<file path="src/rtl/strobe_seq_pkg.sv">
package strobe_seq_pkg;
  typedef enum logic [1:0] {
    S_IDLE,
    S_RUN,
    S_FIN
  } seqStateT;

  typedef struct packed {
    logic load;
    logic run;
  } seqCtlT;
endpackage

</file>
<file path="src/rtl/strobe_seq_ctl.sv">
module strobe_seq_ctl
  import strobe_seq_pkg::*;
(
  input  logic   clk,
  input  logic   rstN,
  input  logic   reqValid,
  input  logic   atEnd,
  output seqCtlT ctl,
  output logic   done,
  output logic   busy
);
  seqStateT state, stateNxt;

  always_ff @(posedge clk) begin
    if (!rstN) state <= S_IDLE;
    else       state <= stateNxt;
  end

  always_comb begin
    ctl      = '0;
    done     = 1'b0;
    stateNxt = state;
    case (state)
      S_IDLE: if (reqValid) begin
        ctl.load = 1'b1;
        stateNxt = S_RUN;
      end
      S_RUN: begin
        ctl.run = 1'b1;
        if (atEnd) stateNxt = S_FIN;
      end
      S_FIN: begin
        done     = 1'b1;
        stateNxt = S_IDLE;
      end
      default: stateNxt = S_IDLE;
    endcase
  end

  assign busy = (state != S_IDLE);

  // done lasts one cycle and the block is idle afterwards
  a_r2_done_single: assert property (@(posedge clk) disable iff (!rstN)
    done |=> (!done && !busy));
  // an accepted request always starts a running access
  a_r2_load_then_run: assert property (@(posedge clk) disable iff (!rstN)
    ctl.load |=> ctl.run);
  // an access in progress is never abandoned before done
  a_r5_no_abort: assert property (@(posedge clk) disable iff (!rstN)
    (busy && !done) |=> busy);
endmodule

</file>
<file path="src/rtl/strobe_seq_div.sv">
module strobe_seq_div #(
  parameter int DIV_W = 2
) (
  input  logic             clk,
  input  logic             rstN,
  input  logic             en,
  input  logic [DIV_W-1:0] divCode,
  output logic             syncTick
);
  logic [DIV_W-1:0] divCnt;

  always_ff @(posedge clk) begin
    if (!rstN)                  divCnt <= '0;
    else if (!en)               divCnt <= '0;
    else if (divCnt == divCode) divCnt <= '0;
    else                        divCnt <= divCnt + 1'b1;
  end

  assign syncTick = en && (divCnt == '0);

  // with a ratio above one, pulses are never back to back
  a_r9_tick_gap: assert property (@(posedge clk) disable iff (!rstN)
    (en && $past(en) && (divCode != '0) && $stable(divCode) && syncTick)
      |=> !syncTick);
endmodule

</file>
<file path="src/rtl/strobe_seq_dp.sv">
module strobe_seq_dp
  import strobe_seq_pkg::*;
#(
  parameter int ON_W   = 4,
  parameter int OFF_W  = 5,
  parameter int PAGE_W = 4,
  parameter int BEAT_W = 3,
  parameter bit WR_EXT = 1'b1
) (
  input  logic              clk,
  input  logic              rstN,
  input  seqCtlT            ctl,
  input  logic              reqWrite,
  input  logic [BEAT_W-1:0] reqBeats,
  input  logic [ON_W-1:0]   csOn,
  input  logic [OFF_W-1:0]  csRdOff,
  input  logic [OFF_W-1:0]  csWrOff,
  input  logic [ON_W-1:0]   advOn,
  input  logic [OFF_W-1:0]  advRdOff,
  input  logic [OFF_W-1:0]  advWrOff,
  input  logic [ON_W-1:0]   oeOn,
  input  logic [OFF_W-1:0]  oeOff,
  input  logic [ON_W-1:0]   weOn,
  input  logic [OFF_W-1:0]  weOff,
  input  logic [OFF_W-1:0]  rdCycle,
  input  logic [OFF_W-1:0]  wrCycle,
  input  logic [OFF_W-1:0]  accessTick,
  input  logic [PAGE_W-1:0] pageTick,
  input  logic [OFF_W-1:0]  wrAccessTick,
  input  logic [ON_W-1:0]   wrMuxTick,
  output logic              atEnd,
  output logic              csN,
  output logic              advN,
  output logic              oeN,
  output logic              weN,
  output logic              rdSample,
  output logic              wrStrobe,
  output logic              dataDrive
);
  localparam int NXT_W = OFF_W + PAGE_W + BEAT_W;

  // only the direction-selected release ticks and length are kept
  typedef struct packed {
    logic              isWr;
    logic [ON_W-1:0]   csOn;
    logic [OFF_W-1:0]  csOff;
    logic [ON_W-1:0]   advOn;
    logic [OFF_W-1:0]  advOff;
    logic [ON_W-1:0]   oeOn;
    logic [OFF_W-1:0]  oeOff;
    logic [ON_W-1:0]   weOn;
    logic [OFF_W-1:0]  weOff;
    logic [OFF_W-1:0]  len;
    logic [PAGE_W-1:0] page;
    logic [OFF_W-1:0]  wrPoint;
    logic [ON_W-1:0]   muxOn;
  } tmgT;

  tmgT               lat;
  tmgT               capIn;
  logic [OFF_W-1:0]  cnt;
  logic [NXT_W-1:0]  nextSample;
  logic [BEAT_W-1:0] beatsLeft;
  logic [OFF_W-1:0]  wrPointIn;
  logic [ON_W-1:0]   muxOnIn;
  logic              active;
  logic              rdHit;

  generate
    if (WR_EXT) begin : g_wr_ext
      assign wrPointIn = wrAccessTick;
      assign muxOnIn   = wrMuxTick;
    end else begin : g_wr_base
      assign wrPointIn = accessTick;
      assign muxOnIn   = '0;
    end
  endgenerate

  always_comb begin
    capIn.isWr    = reqWrite;
    capIn.csOn    = csOn;
    capIn.csOff   = reqWrite ? csWrOff : csRdOff;
    capIn.advOn   = advOn;
    capIn.advOff  = reqWrite ? advWrOff : advRdOff;
    capIn.oeOn    = oeOn;
    capIn.oeOff   = oeOff;
    capIn.weOn    = weOn;
    capIn.weOff   = weOff;
    capIn.len     = reqWrite ? wrCycle : rdCycle;
    capIn.page    = pageTick;
    capIn.wrPoint = wrPointIn;
    capIn.muxOn   = muxOnIn;
  end

  function automatic logic inWin(input logic [OFF_W-1:0] c,
                                 input logic [ON_W-1:0]  on,
                                 input logic [OFF_W-1:0] off);
    return (c >= OFF_W'(on)) && (c < off);
  endfunction

  assign active = ctl.run;
  assign rdHit  = active && !lat.isWr && (NXT_W'(cnt) == nextSample)
                  && (beatsLeft != '0);

  always_ff @(posedge clk) begin
    if (!rstN) begin
      lat        <= '0;
      cnt        <= '0;
      nextSample <= '0;
      beatsLeft  <= '0;
    end else if (ctl.load) begin
      lat        <= capIn;
      cnt        <= '0;
      nextSample <= NXT_W'(accessTick);
      beatsLeft  <= reqWrite ? '0 : reqBeats;
    end else if (ctl.run) begin
      cnt <= cnt + 1'b1;
      if (rdHit) begin
        nextSample <= nextSample + NXT_W'(lat.page);
        beatsLeft  <= beatsLeft - 1'b1;
      end
    end else begin
      cnt <= '0;
    end
  end

  assign atEnd     = (cnt == lat.len);
  assign csN       = ~(active && inWin(cnt, lat.csOn, lat.csOff));
  assign advN      = ~(active && inWin(cnt, lat.advOn, lat.advOff));
  assign oeN       = ~(active && !lat.isWr && inWin(cnt, lat.oeOn, lat.oeOff));
  assign weN       = ~(active && lat.isWr && inWin(cnt, lat.weOn, lat.weOff));
  assign rdSample  = rdHit;
  assign wrStrobe  = active && lat.isWr && (cnt == lat.wrPoint);
  assign dataDrive = active && lat.isWr && (cnt >= OFF_W'(lat.muxOn));

  // the two data-direction strobes are never low together
  a_r4_oe_we_exclusive: assert property (@(posedge clk) disable iff (!rstN)
    !(!oeN && !weN));
  // the tick counter never runs past the captured length
  a_r2_cnt_in_range: assert property (@(posedge clk) disable iff (!rstN)
    ctl.run |-> (cnt <= lat.len));
  // zero page spacing gives no repeated sample on the next tick
  a_r6_no_zero_repeat: assert property (@(posedge clk) disable iff (!rstN)
    (rdSample && (lat.page == '0)) |=> !rdSample);
  // once driving, write data stays on the bus until the last tick
  a_r8_drive_holds: assert property (@(posedge clk) disable iff (!rstN)
    (dataDrive && !atEnd) |=> dataDrive);
endmodule

</file>
<file path="src/rtl/strobe_seq.sv">
module strobe_seq
  import strobe_seq_pkg::*;
#(
  parameter int ON_W   = 4,
  parameter int OFF_W  = 5,
  parameter int PAGE_W = 4,
  parameter int BEAT_W = 3,
  parameter int DIV_W  = 2,
  parameter bit WR_EXT = 1'b1
) (
  input  logic              clk,
  input  logic              rstN,
  input  logic              reqValid,
  input  logic              reqWrite,
  input  logic [BEAT_W-1:0] reqBeats,
  input  logic [ON_W-1:0]   csOn,
  input  logic [OFF_W-1:0]  csRdOff,
  input  logic [OFF_W-1:0]  csWrOff,
  input  logic [ON_W-1:0]   advOn,
  input  logic [OFF_W-1:0]  advRdOff,
  input  logic [OFF_W-1:0]  advWrOff,
  input  logic [ON_W-1:0]   oeOn,
  input  logic [OFF_W-1:0]  oeOff,
  input  logic [ON_W-1:0]   weOn,
  input  logic [OFF_W-1:0]  weOff,
  input  logic [OFF_W-1:0]  rdCycle,
  input  logic [OFF_W-1:0]  wrCycle,
  input  logic [OFF_W-1:0]  accessTick,
  input  logic [PAGE_W-1:0] pageTick,
  input  logic [OFF_W-1:0]  wrAccessTick,
  input  logic [ON_W-1:0]   wrMuxTick,
  input  logic              syncRd,
  input  logic              syncWr,
  input  logic [DIV_W-1:0]  divCode,
  output logic              csN,
  output logic              advN,
  output logic              oeN,
  output logic              weN,
  output logic              rdSample,
  output logic              wrStrobe,
  output logic              dataDrive,
  output logic              done,
  output logic              busy,
  output logic              syncTick
);
  seqCtlT ctl;
  logic   atEnd;

  strobe_seq_ctl u_ctl (
    .clk(clk), .rstN(rstN), .reqValid(reqValid), .atEnd(atEnd),
    .ctl(ctl), .done(done), .busy(busy)
  );

  strobe_seq_dp #(
    .ON_W(ON_W), .OFF_W(OFF_W), .PAGE_W(PAGE_W), .BEAT_W(BEAT_W), .WR_EXT(WR_EXT)
  ) u_dp (
    .clk(clk), .rstN(rstN), .ctl(ctl), .reqWrite(reqWrite), .reqBeats(reqBeats),
    .csOn(csOn), .csRdOff(csRdOff), .csWrOff(csWrOff),
    .advOn(advOn), .advRdOff(advRdOff), .advWrOff(advWrOff),
    .oeOn(oeOn), .oeOff(oeOff), .weOn(weOn), .weOff(weOff),
    .rdCycle(rdCycle), .wrCycle(wrCycle), .accessTick(accessTick),
    .pageTick(pageTick), .wrAccessTick(wrAccessTick), .wrMuxTick(wrMuxTick),
    .atEnd(atEnd), .csN(csN), .advN(advN), .oeN(oeN), .weN(weN),
    .rdSample(rdSample), .wrStrobe(wrStrobe), .dataDrive(dataDrive)
  );

  strobe_seq_div #(.DIV_W(DIV_W)) u_div (
    .clk(clk), .rstN(rstN), .en(syncRd | syncWr), .divCode(divCode),
    .syncTick(syncTick)
  );
endmodule

</file>
<file path="config.mk">
export PLATFORM = sky130hd
export DESIGN_NAME = strobe_seq
export DESIGN_NICKNAME = d
export VERILOG_FILES = /design/src/rtl/strobe_seq_pkg.sv /design/src/rtl/strobe_seq_ctl.sv /design/src/rtl/strobe_seq_div.sv /design/src/rtl/strobe_seq_dp.sv /design/src/rtl/strobe_seq.sv
export SDC_FILE = /design/constraint.sdc
export NUM_CORES = 1
export LEC_CHECK = 0
export BUFFER_PORTS_ARGS = -buffer_cell sky130_fd_sc_hd__clkbuf_2
export CAP_MARGIN = 25
export CORE_MARGIN = 3
export CORE_UTILIZATION = 28
export DETAILED_ROUTE_END_ITERATION = 16
export PLACE_DENSITY = 0.52
export SETUP_SLACK_MARGIN = 0.3
export SYNTH_ARGS = -nofsm -noshare
export SYNTH_HDL_FRONTEND = slang
export SYNTH_SLANG_ARGS = --single-unit
</file>
<file path="constraint.sdc">
create_clock -name clk -period 2.4 [get_ports clk]
set_input_delay 0.24 -clock clk [delete_from_list [all_inputs] [get_ports clk]]
set_output_delay 0.24 -clock clk [all_outputs]
set_load 0.005 [all_outputs]
</file>
### Word-level counts from Yosys, hierarchy flattened

Index checks and enable logic that the tools add are counted.

| storage, ports and cells | value |
|---|---|
| bits in registers | 79 |
| input bits | 85 |

| cells by class | value |
|---|---|
| add/subtract/negate cells | 4 |
| magnitude comparators | 9 |
| equal/unequal tests | 8 |
| multiplexer cells | 17 |
| bitwise operators | 8 |
| reduce and logical (&&, ||, !) cells | 28 |

Operators with widths:

| kind | count |
|---|---|
| $mux 5 | 6 |
| $ge 5x4->1 | 5 |
| $lt 5x5->1 | 4 |
| $logic_and 1x1->1 | 15 |
| $add 12x4->12 | 1 |
| $eq 5x12->1 | 1 |
| $mux 3 | 4 |
| $eq 5x5->1 | 2 |
| $not 1->1 | 7 |
| $reduce_and 2->1 | 3 |
| $reduce_bool 2->1 | 3 |
| $reduce_or 3->1 | 2 |
| $add 5x1->5 const B | 1 |
| $logic_not 2->1 | 2 |
| $mux 1 | 4 |
| $mux 2 | 2 |
| $ne 2x2->1 const B | 2 |
| $pmux 2 s2 | 1 |
| $reduce_bool 3->1 | 1 |
| $sub 3x1->3 const B | 1 |
| $add 2x1->2 const B | 1 |
| $eq 2x1->1 const B | 1 |
| $eq 2x2->1 | 1 |
| $eq 2x2->1 const B | 1 |
| other kinds (3) | 3 |

### Depth between registers and ports, before layout

Gate-level depths: netlist of the first run.

| depth | value |
|---|---|
| depth after elaboration | 8 |
| mapped depth | 8 |

### Modules after synthesis

From an unflattened synthesis of the first run, not the netlist that was laid out.

| second synthesis, totals | value |
|---|---|
| cells, all modules | 456 |
| area, all modules | 4461.8 um^2 |

Modules (own cells, without submodules):

| module | instances | cells an instance | area each (um^2) | seq. area each (um^2) |
|---|---|---|---|---|
| strobe_seq_dp | 1 | 430 | 4226.6 | 1501.4 |
| strobe_seq_ctl | 1 | 13 | 123.9 | 40.0 |
| strobe_seq_div | 1 | 12 | 105.1 | 40.0 |
| strobe_seq | 1 | 1 | 6.3 | 0.0 |

### Least setup slack after synthesis of the first run

No wires, ideal clock.

| timing path | value |
|---|---|
| path type | register -> output |
| start | register u_dp.cnt[0] |
| end | output oeN |
| arrival | 1.679 ns |
| required time | 2.160 ns |
| path slack | 0.481 ns |
| cell stages (with the launch flop) | 9 |
| path buffers | 1 |
| path through | dfxtp_1 > buf_6 > inv_1 > ha_1 > nand2b_1 > a21o_1 > a21o_1 > a211oi_1 > or4b_1 |

| between the ends | value |
|---|---|
| cells in the longest elaborated chain, start to end | 4 |

RTL lines:

| item | RTL line | source |
|---|---|---|
| from (decl) | strobe_seq_dp.sv:61 | `logic [OFF_W-1:0] cnt;` |
| from (signal assigned) | strobe_seq_dp.sv:117 | `cnt <= cnt + 1'b1;` |
| $ge 5x4->1 / $lt 5x5->1 (equally long branches) | strobe_seq_dp.sv:98 | `return (c >= OFF_W'(on)) && (c < off);` |
| $logic_and 1x1->1 (*) | strobe_seq_dp.sv:98 |  |
| $logic_and 1x1->1 (*) | strobe_seq_dp.sv:130 | `assign oeN = ~(active && !lat.isWr && inWin(cnt, lat.oeOn, lat.oeOff));` |
| $not 1->1 (*) | strobe_seq_dp.sv:130 |  |
| to (decl) | strobe_seq.sv:37 | `output logic oeN,` |

Mark *: on every way between the ends. The rest lies on a longest branch, timed or not.

### Worst setup path in the final report of the first run

Ends and elaborated chain as after synthesis.

==> flow_summary.toml, run 1 <==
[place]
dp_hpwl_mm = 8.09
gp_congestion = 0.762
place_area_sq_um = 5110
numPortBuffers = 94

[sta]
rsz0062_at_grt = "yes"
relSlewSlack_pct = 45.9
hold_viol_final = 0
period_minus_slack_ns = 2.30
tightest_slew_ns = 0.811
drv_slew = 0
fin_skew_ns = 0.00212
setup_violations = 0
period_share_pct = 95.7
fmax_ghz = 0.435
tns_ns = 0

[power]
p_seq_share_pct = 42.5
intPower_mw = 2.57
swShare_pct = 26.3
total_power_mw = 3.48
p_per_area_nw_per_um2 = 626
irDropWorstVdd_v = 0.000348
p_switching_uw = 916
leakagePower_nw = 2.62
power_frac_clock_pct = 39.4
combPwrFrac_pct = 18.1

[logic_synthesis]
synth_compound_area_share_pct = 18.1
synth_fp_nets = 630
synth_mux_area_share_pct = 4.32
yosys.area_share.simple_pct = 17.2
synth_top_area_share_pct = 35.9
yosys-top-cells-area = "dfxtp_1, ha_1, nand2_1, a21boi_0, mux2i_1"
ys_ff_latch = 79
ys_types = 44
yosys_warnings = 0
syn_area_sq_um = 4400
syn_avg_cell_area_sq_um = 8.80
synth_xor_area_share_pct = 4.95
synth_top_area_cell = "dfxtp_1"
synth_top_family_by_area = "compound AO/OA/AOI/OAI gates"
synthCells = 500
yosysSeqAreaShare_pct = 35.9
synthAdderAreaFrac_pct = 13.0
synth_ff_type = "dfxtp_1"
async_flop_share_pct = 0
synth-edff-count = 0

[critical_path]
cp_top_family = "simple AND/OR/NAND/NOR gates"
cp.arrival_ns = 2.06
crit_top_cell = "a21o_1"
start_kind = "register"
path_cells = "inv_4 -> ha_4 -> nand2b_1 -> a21o_1 -> a21o_1 -> a211oi_1 -> or4b_1 -> clkbuf_2"
crit_slowest_cell = "or4b_1"
path_buf_inv = 2
worst-setup-path-type = "reg2out"
slowest_delay_ns = 0.56
end_kind = "output pin"
required_ns = 2.16
cp_max_fo = 6

[global_routing]
first_global_vias = 3755
grt_max_degree = 73
antenna_found_initial = 0
track_usage_pct = 12.8
overflow = 0
grt_pass1_wl_mm = 17.9

[route]
wl_per_cell_microns = 13.3
drt_wl_total_mm = 10.7
remaining_drc_errors = 0
vias_per_cell = 4.47
ant_nets = 0
drt_iter0_drc = 91
dr.pass1.iters = 4
num_vias = 3613

[finish]
diodes = 0
fin_area_sq_um = 5560
syn_to_final_growth_pct = 26.5
fin_nets = 723
drive_above_1_share_pct = 26.1

[flow_run]
maxCapViolations = 0

[clocking]
clkTransAtPathRegs_ns = 0.06
h-tree-depth = 3
clock-sinks = 79
cts_root_buf = "clkbuf_16"
cts_buffers = 9
insertion_delay_ns = 0.33
clockBufferDepth = 2
cts_tree = "yes"

[die]
ioPinCount = 95
die_h_microns = 131
start_util_pct = 28.7
die_area_sq_um = 17300
rows = 45
die_w_microns = 131
core_area_sq_um = 15300

[worst_hold_path]
hold_class = "in2reg"

[status]
run_status = "completed"
## timing repair
action / 4_1_cts / 5_1_grt
endpoints found under the hold margin: 0 / 0
endpoints found under the setup margin: 7 / 11
setup buffers: 3 / 0
pin swaps: 9 / 5
resized for setup: 21 / 17
hold buffers: 0 / 0
## cell usage after synthesis, drive strengths merged (4+ instances only)
library cell,n
o21ai,15
dfxtp,79
buf,11
clkbuf,17
nand3,5
inv,39
mux2i,19
a21o,10
a211oi,5
nand2b,6
nor3,4
a21boi,45
a21oi,13
xnor2,14
xor2,10
nand2,99
nor4,4
o211a,15
ha,44
and3,7
nor2,12
or4,5
## stage by stage
step / hold slack [ns] / worst slack (ns) / utilization (%) / instances
3_5_place_dp: 0.460 / 0.266 / 33.4 / 790
2_1_floorplan: 0.366 / 0.481 / - / 500
5_1_grt: 0.123 / -0.0182 / 36.3 / 808
3_3_place_gp: 0.456 / 0.332 / 33.4 / 790
4_1_cts: 0.117 / 0.104 / 35.8 / 808
6_report: 0.125 / 0.103 / 36.3 / 808
## flip-flops by register name (all words and copies together) (netlist names)
register,flops
u_ctl.state,2
u_div.divCnt,2
u_dp.beatsLeft,3
u_dp.cnt,5
u_dp.lat,55
u_dp.nextSample,12
## area by class of cell
cell class	instances	area, sq um
Clock inverter	4	45.0
Sequential cell	79	1590
Clock buffer	11	253
Timing Repair Buffer	110	617
Tap cell	211	264
Fill cell	1627	9750
Inverter	39	149
Multi-Input combinational cell	354	2650
## cells in the final DEF (no fill, tap or decap), types with 13 or more instances in the layout
cell      instances
xnor2_1          13
inv_1            38
mux2i_1          19
clkbuf_2         91
o211a_1          15
nand2_1          97
buf_4            13
a21boi_0         43
dfxtp_1          73
ha_1             40
## power by group through the flow
stage          Sequential (mW)  Combinational, mW  Clock [mW]
6_report                  1.48              0.630        1.37
5_1_grt                   1.49              0.731        1.47
4_1_cts                   1.48              0.620        1.43
3_5_place_dp              1.51              0.596           0
3_3_place_gp              1.50              0.581           0
2_1_floorplan             1.48              0.408           0
## worst paths after layout
check | from | end | slack [ns] | depth (start not counted)
worst max-delay path | u_dp.cnt[0]$_SDFF_PP0_ | oeN | 0.10 | 8
worst min-delay path | reqBeats[2] | u_dp.beatsLeft[2]$_SDFFE_PN0P_ | 0.12 | 2
worst max register to register | u_dp.beatsLeft[0]$_SDFFE_PN0P_ | u_dp.beatsLeft[1]$_SDFFE_PN0P_ | 0.46 | 9
worst min register to register | u_dp.lat[28]$_SDFFE_PN0P_ | u_dp.lat[28]$_SDFFE_PN0P_ | 0.46 | 2
## routing by layer
| metal | up-vias | GRT usage (%) | part of all wire (%) | routed length [microns] |
|---|---|---|---|---|
| li1 | 1883 | - | - | - |
| met2 | 55 | 23.4 | 51 | 5450 |
| met3 | 8 | 3.75 | 3.4 | 360 |
| met4 | 0 | 3.33 | 0.99 | 106 |
| met1 | 1667 | 14.5 | 45 | 4800 |
| met5 | - | 0 | 0 | 0 |
## cell families (layout without fill, tap and decap cells)
family,count (synthesis),in the layout
AND/OR/NAND/NOR,156,156
AO/OA/AOI/OAI,110,110
flip-flops,79,79
buffers and inverters,67,164
adder cells (fa/ha/maj),45,45
XOR/XNOR,24,24
multiplexers,19,19
(Power assumes the default switching activity.)
==> run 2, diff against run 1 <==
--- a/config.mk
+++ b/config.mk
@@ -7,11 +7,14 @@
 export LEC_CHECK = 0
 export BUFFER_PORTS_ARGS = -buffer_cell sky130_fd_sc_hd__clkbuf_2
 export CAP_MARGIN = 25
+export CELL_PAD_IN_SITES_DETAIL_PLACEMENT = 1
+export CELL_PAD_IN_SITES_GLOBAL_PLACEMENT = 1
 export CORE_MARGIN = 3
 export CORE_UTILIZATION = 28
 export DETAILED_ROUTE_END_ITERATION = 16
-export PLACE_DENSITY = 0.52
+export PLACE_DENSITY = 0.64
 export SETUP_SLACK_MARGIN = 0.3
 export SYNTH_ARGS = -nofsm -noshare
 export SYNTH_HDL_FRONTEND = slang
 export SYNTH_SLANG_ARGS = --single-unit
+export TNS_END_PERCENT = 5
==> run 2 against run 1 <==
  * First-iteration DRC count increased by 7.7%
  * Combinational power increased by 1%
  * Fmax increased by 0.22%
  * Utilization decreased by 0.15 points
  * Worst hold slack got worse by 0.0033 ns
  * Sequential cell count unchanged
  * Global-route usage increased by 1.3 points
  * Critical path type unchanged
==> flow_summary.toml, run 2 (synthesis gave the netlist of run 1 again) <==
[power]
combPwrFrac_pct = 18.7
p_seq_share_pct = 43.6
intPower_mw = 2.46
total_power_mw = 3.40
irDropWorstVdd_v = 0.000327
p_switching_uw = 938
swShare_pct = 27.6
leakagePower_nw = 2.61
p_per_area_nw_per_um2 = 613
power_frac_clock_pct = 37.7

[route]
drt_wl_total_mm = 11.7
drt_iter0_drc = 98
wl_per_cell_microns = 14.5
ant_nets = 0
num_vias = 3751
remaining_drc_errors = 0
vias_per_cell = 4.63
dr.pass1.iters = 4

[status]
run_status = "completed"

[clocking]
cts_buffers = 9
insertion_delay_ns = 0.34
ctsHoldBuffers = 0
cts_root_buf = "clkbuf_16"
clkTransAtPathRegs_ns = 0.06
clock-sinks = 79
h-tree-depth = 3
cts_tree = "yes"
clockBufferDepth = 2

[sta]
period_share_pct = 95.5
relSlewSlack_pct = 51.2
tightest_slew_ns = 0.732
rsz0062_at_grt = "yes"
layout_setup_ws_ns = 0.108
period_minus_slack_ns = 2.29
fin_skew_ns = 0.00686
fmax_ghz = 0.436
drv_slew = 0
hold_viol_final = 0
setup_violations = 0

[critical_path]
end_kind = "output pin"
slowest_delay_ns = 0.54
regToRegSetupSlack_ns = 0.46
reg2reg_depth = 8
worst-setup-path-type = "reg2out"
start_kind = "register"
crit_slowest_cell = "or4b_4"
cp.arrival_ns = 2.05
r2r_start = "u_dp.beatsLeft[0]$_SDFFE_PN0P_"
cp_max_fo = 5
r2r_end = "u_dp.beatsLeft[2]$_SDFFE_PN0P_"
required_ns = 2.16
path_cells = "buf_6 -> ha_4 -> a21boi_2 -> o21ai_1 -> a21oi_1 -> or4b_4 -> clkbuf_2"

[place]
gp_congestion = 0.752
pre_cts_ws_ns = 0.314
place_area_sq_um = 5120
numPortBuffers = 94
dp_hpwl_mm = 9.08

[worst_hold_path]
hold_end = "u_dp.beatsLeft[1]$_SDFFE_PN0P_"
hp-start = "reqBeats[1]"
hold_depth = 2
hold_class = "in2reg"

[global_routing]
antenna_found_initial = 0
first_global_vias = 4225
track_usage_pct = 14.1
grt_max_degree = 48
overflow = 0
grt_pass1_wl_mm = 20.0

[finish]
largest_reg_flops = 55
fin_util_pct = 36.2
drive_above_1_share_pct = 26.5
multi_input_area_sq_um = 2650
fin_nets = 725
num-fill-cells = 1833
regMostFlops = "u_dp.lat"
ff_latch_area_sq_um = 1590
final_cell_mix = "nand2_1, clkbuf_2, dfxtp_1"
fin_area_sq_um = 5540
diodes = 0
final_common_cell = "nand2_1"
syn_to_final_growth_pct = 26.0
reg_top3 = "u_dp.lat x55, u_dp.nextSample x12, u_dp.cnt x5"

[die]
die_w_microns = 131
core_area_sq_um = 15300
rows = 45
die_area_sq_um = 17300
start_util_pct = 28.7
ioPinCount = 95
die_h_microns = 131

[flow_run]
maxCapViolations = 0
## run 2: per-stage QoR
| step | std cells | TNS (ns) | hold slack, ns |
|---|---|---|---|
| final | 811 | 0 | 0.121 |
| after floorplan | 500 | 0 | 0.366 |
| after global placement | 793 | 0 | 0.456 |
| after CTS | 811 | 0 | 0.108 |
| after detailed placement | 793 | 0 | 0.463 |
| after global routing | 811 | -0.00895 | 0.126 |
## run 2: layout make-up
type / instances / share of cell area, %
clock buffers: 12 / 4.63
clock inverters: 4 / 0.361
inverters: 39 / 2.69
multi-input cells: 354 / 47.8
flip-flops and latches: 79 / 28.7
well taps: 211 / 4.76
repair buffers: 112 / 11.1
## run 2: worst max path at each step
stage | start | endpoint | slack [ns] | cells past startpoint
final | u_dp.cnt[1]$_SDFF_PP0_ | oeN | 0.11 | 7
after global routing | u_dp.cnt[0]$_SDFF_PP0_ | weN | -0.009 | 8
after CTS | u_dp.cnt[1]$_SDFF_PP0_ | oeN | 0.08 | 7
after detailed placement | u_dp.cnt[1]$_SDFF_PP0_ | oeN | 0.31 | 7
after global placement | u_dp.cnt[1]$_SDFF_PP0_ | oeN | 0.34 | 7
after floorplan | u_dp.cnt[0]$_SDFF_PP0_ | oeN | 0.48 | 8
## run 2: layer usage
metal | global-route usage (%) | vias to the layer above | share of wire [%]
met2 | 25.8 | 52 | 52
met5 | 0 | - | 0
met4 | 3.44 | 0 | 1.1
met3 | 4.02 | 9 | 3.3
met1 | 16.3 | 1809 | 44
li1 | - | 1881 | -
## run 2: critical path: cells and delay by family (launching register included)
family / cells / cell delay [ns]
simple gates: 1 / 0.54
flops: 1 / 0.35
fa+ha+maj: 1 / 0.22
buf+inv: 2 / 0.26
compound gates: 3 / 0.33
## run 2: power groups by stage
stage / sequential (mW) / clock [mW] / combinational [mW]
after floorplan: 1.48 / 0 / 0.408
after CTS: 1.48 / 1.33 / 0.635
after global placement: 1.50 / 0 / 0.583
after detailed placement: 1.51 / 0 / 0.610
after global routing: 1.50 / 1.38 / 0.730
final: 1.48 / 1.28 / 0.636
## run 2: timing repair
item	in CTS	in global routing
setup endpoints to repair	7	7
pin swaps	5	13
resized for setup	18	17
buffers inserted	2	0
